===== config.mk =====
export PLATFORM = sky130hd
export DESIGN_NAME = dma_coal_irq
export DESIGN_NICKNAME = d
export VERILOG_FILES = /design/src/rtl/dma_coal_pkg.sv /design/src/rtl/coal_pkt_counter.sv /design/src/rtl/coal_wait_timer.sv /design/src/rtl/coal_status.sv /design/src/rtl/dma_coal_irq.sv
export SDC_FILE = /design/constraint.sdc
export NUM_CORES = 1
export LEC_CHECK = 0
export BUFFER_PORTS_ARGS = -buffer_cell sky130_fd_sc_hd__buf_2
export CAP_MARGIN = 20
export CELL_PAD_IN_SITES_DETAIL_PLACEMENT = 1
export CELL_PAD_IN_SITES_GLOBAL_PLACEMENT = 1
export CORE_UTILIZATION = 41
export DETAILED_ROUTE_END_ITERATION = 10
export PLACE_DENSITY = 0.89
export SYNTH_ARGS = -nofsm -noshare
export SYNTH_HDL_FRONTEND = slang
export SYNTH_SLANG_ARGS = --single-unit

===== constraint.sdc =====
create_clock -name clk_i -period 2.87 [get_ports clk_i]
set_input_delay 0.287 -clock clk_i [delete_from_list [all_inputs] [get_ports clk_i]]
set_output_delay 0.287 -clock clk_i [all_outputs]
set_load 0.05 [all_outputs]

===== src/rtl/dma_coal_pkg.sv =====
package dma_coal_pkg;
  localparam int ADDR_W  = 3;
  localparam int NUM_STS = 4;

  typedef enum logic [ADDR_W-1:0] {
    REG_THR = 3'd0,
    REG_WB  = 3'd1,
    REG_CNT = 3'd2,
    REG_STS = 3'd3,
    REG_EN  = 3'd4
  } reg_sel_e;

  localparam int ST_THR = 0;
  localparam int ST_WB  = 1;
  localparam int ST_END = 2;
  localparam int ST_ERR = 3;
endpackage


===== src/rtl/coal_pkt_counter.sv =====
module coal_pkt_counter #(
  parameter int CNT_W = 8
) (
  input  logic             clk_i,
  input  logic             rst_ni,
  input  logic             inc_i,
  input  logic             dec_i,
  output logic [CNT_W-1:0] count_o
);
  localparam logic [CNT_W-1:0] CNT_MAX = {CNT_W{1'b1}};

  logic [CNT_W-1:0] cnt_q;

  always_ff @(posedge clk_i or negedge rst_ni) begin
    if (!rst_ni) cnt_q <= '0;
    else if (inc_i && !dec_i && cnt_q != CNT_MAX) cnt_q <= cnt_q + 1'b1;
    else if (dec_i && !inc_i && cnt_q != '0) cnt_q <= cnt_q - 1'b1;
  end

  assign count_o = cnt_q;

  p_floor_r5: assert property (@(posedge clk_i) disable iff (!rst_ni)
    (dec_i && !inc_i && cnt_q == '0) |=> (cnt_q == '0));
  p_pair_hold_r5: assert property (@(posedge clk_i) disable iff (!rst_ni)
    (dec_i && inc_i) |=> $stable(cnt_q));
  p_ceiling_r4: assert property (@(posedge clk_i) disable iff (!rst_ni)
    (inc_i && !dec_i && cnt_q == CNT_MAX) |=> (cnt_q == CNT_MAX));
endmodule


===== src/rtl/coal_wait_timer.sv =====
module coal_wait_timer #(
  parameter int WB_W = 10
) (
  input  logic            clk_i,
  input  logic            rst_ni,
  input  logic [WB_W-1:0] bound_i,
  input  logic            active_i,
  input  logic            pkt_i,
  input  logic            tick_i,
  output logic            expire_o
);
  logic [WB_W-1:0] tmr_q;
  logic            running;

  assign running  = active_i && (bound_i != '0);
  assign expire_o = running && tick_i && !pkt_i && (tmr_q == WB_W'(1));

  always_ff @(posedge clk_i or negedge rst_ni) begin
    if (!rst_ni) tmr_q <= '0;
    else if (pkt_i || !running) tmr_q <= bound_i;
    else if (tick_i && tmr_q != '0) tmr_q <= tmr_q - 1'b1;
  end

  p_reload_r7: assert property (@(posedge clk_i) disable iff (!rst_ni)
    pkt_i |=> (tmr_q == $past(bound_i)));
  p_expire_live_r7: assert property (@(posedge clk_i) disable iff (!rst_ni)
    expire_o |-> (active_i && bound_i != '0 && tick_i));
endmodule


===== src/rtl/coal_status.sv =====
module coal_status #(
  parameter int N = 4
) (
  input  logic         clk_i,
  input  logic         rst_ni,
  input  logic [N-1:0] set_i,
  input  logic [N-1:0] tog_i,
  output logic [N-1:0] sts_o
);
  logic [N-1:0] sts_q;

  for (genvar i = 0; i < N; i++) begin : g_bit
    always_ff @(posedge clk_i or negedge rst_ni) begin
      if (!rst_ni) sts_q[i] <= 1'b0;
      else         sts_q[i] <= (sts_q[i] ^ tog_i[i]) | set_i[i];
    end

    p_set_wins_r9: assert property (@(posedge clk_i) disable iff (!rst_ni)
      set_i[i] |=> sts_q[i]);
    p_toggle_r9: assert property (@(posedge clk_i) disable iff (!rst_ni)
      (tog_i[i] && !set_i[i]) |=> (sts_q[i] != $past(sts_q[i])));
  end

  assign sts_o = sts_q;
endmodule


===== src/rtl/dma_coal_irq.sv =====
module dma_coal_irq
  import dma_coal_pkg::*;
#(
  parameter int THR_W  = 8,
  parameter int WB_W   = 10,
  parameter int DATA_W = 32
) (
  input  logic              clk_i,
  input  logic              rst_ni,
  input  logic              chan_run_i,
  input  logic              pkt_done_i,
  input  logic              list_end_i,
  input  logic              bus_err_i,
  input  logic              tick_ms_i,
  input  logic              reg_we_i,
  input  logic [ADDR_W-1:0] reg_addr_i,
  input  logic [DATA_W-1:0] reg_wdata_i,
  output logic [DATA_W-1:0] reg_rdata_o,
  output logic              irq_o
);
  localparam int CNT_W = THR_W;

  logic [THR_W-1:0]   thr_q;
  logic [WB_W-1:0]    wb_q;
  logic [NUM_STS-1:0] en_q;
  logic [CNT_W-1:0]   count;
  logic [NUM_STS-1:0] sts, sts_set, sts_tog;
  logic               thr_hit, wb_expire, dec_cmd, cfg_open;

  assign cfg_open = reg_we_i && !chan_run_i;
  assign dec_cmd  = reg_we_i && (reg_addr_i == REG_CNT);

  always_ff @(posedge clk_i or negedge rst_ni) begin
    if (!rst_ni) begin
      thr_q <= '0;
      wb_q  <= '0;
      en_q  <= '0;
    end else begin
      if (cfg_open && reg_addr_i == REG_THR) thr_q <= reg_wdata_i[THR_W-1:0];
      if (cfg_open && reg_addr_i == REG_WB)  wb_q  <= reg_wdata_i[WB_W-1:0];
      if (reg_we_i && reg_addr_i == REG_EN)  en_q  <= reg_wdata_i[NUM_STS-1:0];
    end
  end

  coal_pkt_counter #(.CNT_W(CNT_W)) u_cnt (
    .clk_i  (clk_i),
    .rst_ni (rst_ni),
    .inc_i  (pkt_done_i),
    .dec_i  (dec_cmd),
    .count_o(count)
  );

  assign thr_hit = (thr_q != '0) && (count >= thr_q);

  coal_wait_timer #(.WB_W(WB_W)) u_tmr (
    .clk_i   (clk_i),
    .rst_ni  (rst_ni),
    .bound_i (wb_q),
    .active_i(count != '0),
    .pkt_i   (pkt_done_i),
    .tick_i  (tick_ms_i),
    .expire_o(wb_expire)
  );

  always_comb begin
    sts_set         = '0;
    sts_set[ST_THR] = thr_hit;
    sts_set[ST_WB]  = wb_expire && !thr_hit;
    sts_set[ST_END] = list_end_i;
    sts_set[ST_ERR] = bus_err_i;
  end

  assign sts_tog = (reg_we_i && reg_addr_i == REG_STS) ? reg_wdata_i[NUM_STS-1:0] : '0;

  coal_status #(.N(NUM_STS)) u_sts (
    .clk_i (clk_i),
    .rst_ni(rst_ni),
    .set_i (sts_set),
    .tog_i (sts_tog),
    .sts_o (sts)
  );

  always_comb begin
    case (reg_addr_i)
      REG_THR: reg_rdata_o = DATA_W'(thr_q);
      REG_WB:  reg_rdata_o = DATA_W'(wb_q);
      REG_CNT: reg_rdata_o = DATA_W'(count);
      REG_STS: reg_rdata_o = DATA_W'(sts);
      REG_EN:  reg_rdata_o = DATA_W'(en_q);
      default: reg_rdata_o = '0;
    endcase
  end

  assign irq_o = |(sts & en_q);

  p_thr_lock_r3: assert property (@(posedge clk_i) disable iff (!rst_ni)
    (chan_run_i && reg_we_i && reg_addr_i == REG_THR) |=> $stable(thr_q));
  p_wb_lock_r3: assert property (@(posedge clk_i) disable iff (!rst_ni)
    (chan_run_i && reg_we_i && reg_addr_i == REG_WB) |=> $stable(wb_q));
  p_thr_level_r6: assert property (@(posedge clk_i) disable iff (!rst_ni)
    thr_hit |=> sts[ST_THR]);
  p_wb_needs_pkt_r7: assert property (@(posedge clk_i) disable iff (!rst_ni)
    wb_expire |-> (count != '0));
endmodule


==> results.json, run 1 <==
{
  "area_growth_pct": 13.7,
  "grt_usage": 0.237,
  "core_area_um2": 7330,
  "required_ps": 3070,
  "fmax_mhz": 382,
  "seqPwrFrac": 0.316,
  "avgSynthCellArea_um2": 10.2,
  "dp_hpwl_mm": 6.78,
  "ys_ff_latch": 44,
  "vias": 2535,
  "netlist.area_leader.share": 0.350,
  "synth_top_area_cell": "dfrtp_1",
  "tightest_slew_ps": 657,
  "routed_wl_mm": 8.64,
  "p_int_uw": 1900,
  "crit_arrival_ps": 2820,
  "min_path_type": "in2reg",
  "gp_congestion": 0.807,
  "crit_path_top_delay_cell": "or3b_2",
  "ir_drop_mv": 0.432,
  "sw_frac_of_total": 0.429,
  "cts.sinks": 44,
  "port_buffers": 31,
  "antenna_found_initial": 0,
  "synthDistinctLibCells": 57,
  "cp-start-kind": "flop",
  "tritoncts": "yes",
  "antenna_left": 0,
  "wl_per_cell_um": 18.9,
  "htreeDepth": 2,
  "pwr-share-clk": 0.157,
  "start_util": 0.429,
  "hold_slack_ps": 166,
  "dr.pass1.iters": 4,
  "rsz0062_at_grt": "no",
  "grt_pass1_vias": 2763,
  "post_cts_resize_count": 0,
  "fill_cells": 822,
  "ios": 76,
  "n_antenna_cell": 0,
  "synth_edf_count": 0,
  "clkLatencyLatePin_ps": 310,
  "nets": 417,
  "period_minus_slack_ps": 2620,
  "power_switching_uw": 1430,
  "status": "complete, no violations",
  "critical_path_class": "reg2reg",
  "num_rows": 31,
  "finalHoldViolCount": 0,
  "power_density_nw_per_um2": 930,
  "async_reset_ff_frac": 1.00,
  "setup_violations": 0,
  "die_h_um": 89.5,
  "drt-initial-drc-count": 95,
  "crit_top_cell": "buf_4",
  "drive_gt1_frac": 0.279,
  "clockBufferDepth": 2,
  "cts_buffers": 5,
  "yosysWarningCount": 0,
  "drcViolationCount": 0,
  "setup_tns_ps": 0,
  "die_width_um": 89.5,
  "ys_seq_area_frac": 0.350,
  "timing.slew.headroom": 0.561,
  "end_kind": "flop",
  "p_leak_uw": 0.00168,
  "slowest_delay_ps": 460,
  "path_max_fanout": 8,
  "multi_input_area_um2": 1860,
  "synth-main-ff-cell": "dfrtp_1",
  "ys_top_cells_by_area": "dfrtp_1, mux2_2, ha_1",
  "seq_area_um2": 1100,
  "netlist_area_um2": 3140,
  "grt_overflow_total": 0,
  "finalCritPeriodShare": 0.913,
  "die_area_um2": 8020,
  "p_comb_frac": 0.526,
  "crit_chain": "nand4_1, o211ai_1, buf_4, buf_4, fa_1, a211oi_1, nor3_1, or3b_2, mux2_2",
  "cts-root-buf": "clkbuf_8",
  "via_per_inst": 5.55,
  "synth_cells": 309,
  "clock-skew-final_ps": 3.45,
  "drv_slew": 0,
  "clkSlewWorstSetupHoldPaths_ps": 90,
  "grt_max_degree": 45,
  "grt_pass1_wl_mm": 14.1,
  "maxCapViolCount": 0
}
-- per-stage QoR --
step	instances	power [uW]	instance area, um2	setup slack (ps)	util
after CTS	453	3330	3530	5.79	0.481
final	457	3320	3570	251	0.487
after floorplan	330	2240	3220	239	-
after detailed placement	445	2790	3410	19.4	0.465
after global placement	445	2620	3410	151	0.465
after global routing	457	3550	3570	145	0.487
-- Yosys cell counts, types with 4 or more instances --
| cell type | instances |
|---|---|
| a211oi_1 | 5 |
| a21oi_1 | 17 |
| and3_1 | 4 |
| buf_4 | 22 |
| clkbuf_1 | 5 |
| dfrtp_1 | 44 |
| ha_1 | 16 |
| inv_1 | 15 |
| mux2_2 | 25 |
| mux2_4 | 8 |
| mux2i_1 | 12 |
| nand2_1 | 16 |
| nand2b_1 | 5 |
| nand3_1 | 5 |
| nand4_1 | 5 |
| nor2_1 | 17 |
| nor2b_1 | 4 |
| nor3b_1 | 4 |
| nor4_1 | 5 |
| o21ai_0 | 14 |
| or3b_2 | 4 |
| xnor2_1 | 4 |
| xor2_1 | 6 |
-- sequential cells by signal, indices dropped and copies added, names as in the netlist --
name,count
u_cnt.count_o,8
wb_q,10
en_q,4
u_sts.sts_o,4
thr_q,8
u_tmr.tmr_q,10
-- path summary, 6_finish.rpt --
kind | startpoint | slack [ps] | end | cells after the start
min in group asynchronous | rst_ni | 340 | u_tmr.tmr_q[0] | 2
worst max-delay path | u_cnt.count_o[3] | 250 | u_cnt.count_o[6] | 9
worst min register to register | en_q[1] | 560 | en_q[1] | 1
max in group asynchronous | rst_ni | 2090 | thr_q[1] | 3
worst min-delay path | bus_err_i | 170 | u_sts.sts_o[3] | 2
worst max register to register | u_cnt.count_o[3] | 250 | u_cnt.count_o[6] | 9
-- logic make-up (layout without fill, tap and decap cells) --
logic type,Yosys count,after routing,share of synthesized area
muxes,46,46,0.173
other,1,22,0.00119
and+or+nand+nor,86,86,0.162
DFF,44,44,0.350
adders and majority gates,17,17,0.0701
AOI/OAI and AO/OA,60,60,0.131
buffers and inverters,45,73,0.0832
xor gates and xnor gates,10,10,0.0279
-- layout make-up --
type / instances / share of cell area
Clock buffer: 6 / 0.0231
Timing Repair Buffer: 50 / 0.0875
Sequential cell: 44 / 0.308
Multi-Input combinational cell: 241 / 0.520
Clock inverter: 2 / 0.0109
Inverter: 15 / 0.0158
Tap cell: 99 / 0.0347
-- timing repair --
| action | CTS | global route |
|---|---|---|
| endpoints found under the hold margin | 0 | 6 |
| buffers inserted | 0 | 2 |
| endpoints found under the setup margin | 0 | 2 |
| hold buffers | 0 | 1 |
-- per-layer routing --
layer / global-route usage / wire length, um
met1: 0.252 / 3340
met2: 0.464 / 4840
met3: 0.0480 / 269
met4: 0.0794 / 183
met5: 0 / 0
-- cell usage in the layout (no fill, tap or decap), types with 5 or more instances in the layout --
| cell | netlist | final |
|---|---|---|
| buf_2 | 2 | 31 |
| dfrtp_1 | 44 | 44 |
| ha_1 | 16 | 16 |
| nor2_1 | 17 | 17 |
| mux2_4 | 8 | 8 |
| mux2_2 | 25 | 25 |
| a21oi_1 | 17 | 17 |
| mux2i_1 | 12 | 12 |
| nor4_1 | 5 | 5 |
| conb_1 | 1 | 22 |
| nand2b_1 | 5 | 5 |
| buf_4 | 22 | 17 |
| a211oi_1 | 5 | 5 |
| clkbuf_8 | 0 | 6 |
| nand4_1 | 5 | 5 |
| o21ai_0 | 14 | 14 |
| inv_1 | 15 | 15 |
| nand3_1 | 5 | 5 |
| xor2_1 | 6 | 6 |
| nand2_1 | 16 | 16 |
-- worst max-delay path: cells and delay by family, from the launching register on --
kind | cells | cell delay, ps
compound gates | 2 | 410
fa+ha+maj | 1 | 420
buf+inv | 2 | 320
flops | 1 | 410
mux | 1 | 290
simple gates | 3 | 650
-- power groups by stage --
stage | registers, uW | logic (uW) | clock network, uW
after floorplan | 1040 | 1210 | 0
after global placement | 1030 | 1590 | 0
after detailed placement | 1060 | 1730 | 0
after CTS | 1050 | 1750 | 530
after global routing | 1080 | 1920 | 553
final | 1050 | 1750 | 523
No activity file was read; power rests on OpenSTA's default activity.
==> inputs of run 2 (changes only) <==
- CORE_MARGIN: default -> 5
- PLACE_DENSITY: 0.89 -> default
- PLACE_DENSITY_LB_ADDON: default -> 0.1
==> results.json, run 2 (synthesized netlist as in run 1, its figures left out) <==
{
  "port_buffers": 31,
  "nets": 413,
  "tritoncts": "yes",
  "post_cts_resize_count": 0,
  "antenna_left": 0,
  "path_delay_family": "compound AO/OA/AOI/OAI gates",
  "routed_wl_mm": 8.00,
  "crit_arrival_ps": 2810,
  "layout_commonest_cell": "dfrtp_1",
  "crit_path_top_delay_cell": "o211ai_1",
  "grt_pass1_wl_mm": 13.1,
  "power_density_nw_per_um2": 904,
  "setup_violations": 0,
  "drt-initial-drc-count": 96,
  "grt_overflow_total": 0,
  "dr.pass1.iters": 4,
  "cts.sinks": 44,
  "gp_congestion": 0.799,
  "maxCapViolCount": 0,
  "clkLatencyLatePin_ps": 290,
  "holdPathStages": 2,
  "status": "complete, no violations",
  "finalHoldViolCount": 0,
  "num_rows": 32,
  "timing.critical_path.buf_inv": 1,
  "crit_chain": "nand4_1, o211ai_1, buf_4, ha_1, a211oi_1, o21ai_0, or2_2, a2111o_1",
  "cp.depth": 8,
  "drive_gt1_frac": 0.271,
  "p_total_uw": 3210,
  "critical_path_class": "reg2reg",
  "hold_slack_ps": 178,
  "min_path_type": "in2reg",
  "finalCritPeriodShare": 0.917,
  "die_h_um": 97.5,
  "start_util": 0.413,
  "layout_setup_ws_ps": 238,
  "n_antenna_cell": 0,
  "layout_common_cells": "dfrtp_1, buf_2, mux2_2",
  "top_regs": "u_tmr.tmr_q (10), wb_q (10)",
  "period_minus_slack_ps": 2630,
  "clkSlewWorstSetupHoldPaths_ps": 90,
  "ir_drop_mv": 0.368,
  "slowest_delay_ps": 420,
  "path_max_fanout": 6,
  "antenna_found_initial": 0,
  "cts-root-buf": "clkbuf_8",
  "die_area_um2": 9510,
  "p_leak_uw": 0.00166,
  "rsz0062_at_grt": "no",
  "htreeDepth": 2,
  "cts_buffers": 5,
  "drv_slew": 0,
  "multi_input_area_um2": 1860,
  "setup_tns_ps": 0,
  "end_kind": "flop",
  "drcViolationCount": 0,
  "vias": 2446,
  "dp_hpwl_mm": 6.29,
  "clockBufferDepth": 2,
  "grt_usage": 0.170,
  "die_width_um": 97.5,
  "fill_cells": 893,
  "grt_pass1_vias": 2565,
  "postCtsSetupBuffers": 0,
  "clock-skew-final_ps": 5.70,
  "pre_cts_slack_ps": 215,
  "via_per_inst": 5.36,
  "tightest_slew_ps": 629,
  "reg2regPathDepth": 8,
  "cts_hold_buffers": 0,
  "core_area_um2": 7610,
  "grt_max_degree": 45,
  "wl_per_cell_um": 17.5,
  "ios": 76,
  "area_growth_pct": 12.9,
  "seq_area_um2": 1100,
  "fmax_mhz": 380,
  "cp-start-kind": "flop",
  "required_ps": 3050,
  "timing.slew.headroom": 0.579
}
## run 2: cell count changes in the layout (fill, tap and decap cells not counted)
cell,change
buf_4,-4
## run 2: cell type report
cell class	count	share of cell area
well taps	102	0.0360
clock buffers	6	0.0233
inverters	15	0.0159
clock inverters	2	0.0109
repair buffers	46	0.0797
flip-flops and latches	44	0.310
multi-input cells	241	0.524
## run 2: layer usage
metal	share of wire	routed length [um]	up-vias	track usage
met5	0	0	-	0
met4	0.015	119	0	0.0490
met3	0.024	188	8	0.0237
met2	0.52	4150	35	0.305
met1	0.44	3540	1218	0.210
li1	-	-	1185	-
## run 2: per-stage QoR
step / util / cell area [um2] / std cells
floorplan: - / 3220 / 330
global placement: 0.446 / 3400 / 446
detailed placement: 0.446 / 3400 / 446
CTS: 0.462 / 3520 / 454
global route: 0.466 / 3550 / 456
finish: 0.466 / 3550 / 456
## run 2: final timing paths
check	startpoint	end	slack, ps
worst max-delay path	u_cnt.count_o[6]	u_cnt.count_o[7]	240
worst min register to register	en_q[1]	en_q[1]	560
worst max register to register	u_cnt.count_o[6]	u_cnt.count_o[7]	240
min in group asynchronous	rst_ni	u_cnt.count_o[4]	390
max in group asynchronous	rst_ni	wb_q[5]	2020
worst min-delay path	bus_err_i	u_sts.sts_o[3]	180
## run 2: report_power, final
group | switching, uW | internal [uW]
logic | 899 | 757
clock network | 217 | 285
registers | 221 | 826
total | 1340 | 1870
## run 2: worst register-to-register path, delay by kind of cell, from the launching register on
| kind | cells | cell delay, ps |
|---|---|---|
| buf+inv | 1 | 230 |
| flops | 1 | 390 |
| simple gates | 2 | 420 |
| compound gates | 4 | 1170 |
| fa+ha+maj | 1 | 300 |
==> inputs of run 3 (changes only) <==
- ABC_AREA: default -> 1
- CORE_UTILIZATION: 41 -> 38
- CTS_CLUSTER_SIZE: default -> 40
==> results.json, run 3 <==
{
  "status": "complete, no violations",
  "synth_edf_count": 0,
  "synth_xor_area_frac": 0.0342,
  "synth_top_area_cell": "dfrtp_1",
  "port_buffers": 31,
  "fmax_mhz": 439,
  "cts_buffers": 5,
  "maxCapViolCount": 0,
  "synth-main-ff-cell": "dfrtp_1",
  "grt_pass1_vias": 2871,
  "netlist_area_um2": 3070,
  "synthDistinctLibCells": 33,
  "holdPathStages": 3,
  "antenna_found_initial": 0,
  "synth_cells": 424,
  "wl_per_cell_um": 14.5,
  "setup_violations": 0,
  "slowest_delay_ps": 490,
  "dp.cells": 549,
  "n_antenna_cell": 0,
  "finish.instance_area_um2": 3340,
  "grt_max_degree": 45,
  "tritoncts": "yes",
  "die_width_um": 99.9,
  "grt_pass1_wl_mm": 13.9,
  "die_area_um2": 9990,
  "via_per_inst": 4.92,
  "cp-start-kind": "flop",
  "seq_area_um2": 1100,
  "place_area_um2": 3220,
  "finalHoldViolCount": 0,
  "p_leak_uw": 0.00177,
  "crit_chain": "nand2_1, nor2_1, nand2_1, nand3_2, ha_1, or2_2, nand3_1, nand2_1, nand2_1, nand3_1, nand2_1, nand2_1",
  "path_max_fanout": 11,
  "grt_usage": 0.173,
  "yosys.area_share.simple": 0.306,
  "layout_commonest_cell": "nand2_1",
  "netlist.area_leader.share": 0.358,
  "rsz0062_at_grt": "no",
  "ir_drop_mv": 0.386,
  "ios": 76,
  "num_rows": 32,
  "drcViolationCount": 0,
  "multi_input_area_um2": 1630,
  "min_path_type": "in2reg",
  "ys_seq_area_frac": 0.358,
  "ys_top_cells_by_area": "dfrtp_1, nand2_1, ha_1",
  "gp_congestion": 0.840,
  "async_reset_ff_frac": 1.00,
  "wl_met2_mm": 4.02,
  "antenna_left": 0,
  "dp_hpwl_mm": 6.44,
  "period_minus_slack_ps": 2280,
  "p_total_uw": 2660,
  "met3_length_um": 243,
  "crit_arrival_ps": 2470,
  "required_ps": 3070,
  "clock-skew-final_ps": 7.25,
  "top_regs": "u_tmr.tmr_q (10), wb_q (10)",
  "htreeDepth": 2,
  "grt_overflow_total": 0,
  "core_area_um2": 7810,
  "synth_compound_area_frac": 0.0932,
  "crit_top_cell": "nand2_1",
  "drive_gt1_frac": 0.120,
  "timing.critical_path.buf_inv": 0,
  "crit_path_top_delay_cell": "dfrtp_1",
  "end_kind": "flop",
  "cp.depth": 12,
  "wl_met1_mm": 3.77,
  "cts.sinks": 44,
  "start_util": 0.394,
  "post-synth-top-count-cell": "nand2_1",
  "layout_common_cells": "nand2_1, inv_1, dfrtp_1",
  "critical_path_class": "reg2reg",
  "drt-initial-drc-count": 87,
  "synthTopCellsByCount": "nand2_1, inv_1, dfrtp_1",
  "area_growth_pct": 8.79,
  "synth_top_family_by_area": "simple AND/OR/NAND/NOR gates",
  "tightest_slew_ps": 613,
  "routed_wl_mm": 8.11,
  "fill_cells": 1023,
  "dr.pass1.iters": 4,
  "clkSlewWorstSetupHoldPaths_ps": 90,
  "path_delay_family": "simple AND/OR/NAND/NOR gates",
  "nets": 517,
  "synthMuxAreaShare": 0,
  "vias": 2749,
  "clockBufferDepth": 2,
  "yosysWarningCount": 0,
  "finalCritPeriodShare": 0.793,
  "postCtsSetupBuffers": 0,
  "clkLatencyLatePin_ps": 300,
  "die_h_um": 99.9,
  "cts-root-buf": "clkbuf_8",
  "ys_ff_latch": 44,
  "avgSynthCellArea_um2": 7.25,
  "setup_tns_ps": 0,
  "drv_slew": 0,
  "reg2regPathDepth": 12,
  "hold_slack_ps": 189,
  "top_layer": "met4",
  "power_density_nw_per_um2": 795,
  "timing.slew.headroom": 0.590,
  "synth_fa_ha_area_frac": 0.0717,
  "final_cells": 559
}
## run 3: cell types whose count changed after synthesis, moves of 6 or more
| cell | delta |
|---|---|
| nor2_1 | +20 |
| mux2_2 | -25 |
| o21ai_0 | +7 |
| mux2_4 | -8 |
| mux2i_1 | -12 |
| nand3_1 | +35 |
| inv_1 | +34 |
| nand2_1 | +98 |
| o21ai_1 | +6 |
## run 3: report_power, final
| group | switching (uW) | internal (uW) | total (uW) | leakage [uW] |
|---|---|---|---|---|
| sequential | 219 | 787 | 1010 | 0.000531 |
| combinational | 794 | 464 | 1260 | 0.00120 |
| clock | 228 | 165 | 394 | 0.0000400 |
## run 3: worst reg2reg max path, cell delays in order, from the launching register on
cell	delay, ps
dfrtp_1	490
nand2_1	110
nor2_1	50
nand2_1	90
nand3_2	250
ha_1	420
or2_2	310
nand3_1	100
nand2_1	80
nand2_1	90
nand3_1	90
nand2_1	60
nand2_1	50
## run 3: cell type report
class / instances / share of cell area
sequential: 44 / 0.329
tap: 102 / 0.0382
clock buffer: 5 / 0.0206
timing repair buffer: 35 / 0.0599
clock inverter: 2 / 0.00374
multi-input combinational: 318 / 0.489
inverter: 53 / 0.0595
## run 3: logic make-up (layout without fill, tap and decap cells)
| group | Yosys count | count (layout) |
|---|---|---|
| xor gates and xnor gates | 12 | 12 |
| adders and majority gates | 17 | 17 |
| DFF | 44 | 44 |
| other | 1 | 22 |
| buffers and inverters | 83 | 95 |
| and+or+nand+nor | 215 | 215 |
| AOI/OAI and AO/OA | 52 | 52 |
## run 3: timing repair
action / CTS / global route
gates resized for setup: 0 / 0
setup endpoints to repair: 0 / 0
hold endpoints to repair: 0 / 5
hold buffers: 0 / 1
## run 3: final timing paths
kind / from / endpoint / slack, ps
setup reg to reg: u_cnt.count_o[1] / u_cnt.count_o[7] / 590
max in group asynchronous: rst_ni / u_cnt.count_o[5] / 2080
hold reg to reg: wb_q[8] / u_tmr.tmr_q[8] / 520
setup / recovery: u_cnt.count_o[1] / u_cnt.count_o[7] / 590
min in group asynchronous: rst_ni / u_tmr.tmr_q[2] / 350
hold / removal: bus_err_i / u_sts.sts_o[3] / 190
## run 3: per-layer routing
| metal | global-route usage | vias to the layer above |
|---|---|---|
| met4 | 0.0347 | 0 |
| met2 | 0.302 | 33 |
| met5 | 0 | - |
| li1 | - | 1394 |
| met1 | 0.227 | 1314 |
| met3 | 0.0271 | 8 |
## run 3: stage by stage
stage / setup WS [ps] / utilization
2_1_floorplan: 876 / -
3_3_place_gp: 614 / 0.413
3_5_place_dp: 568 / 0.413
4_1_cts: 556 / 0.423
5_1_grt: 345 / 0.428
6_report: 594 / 0.428
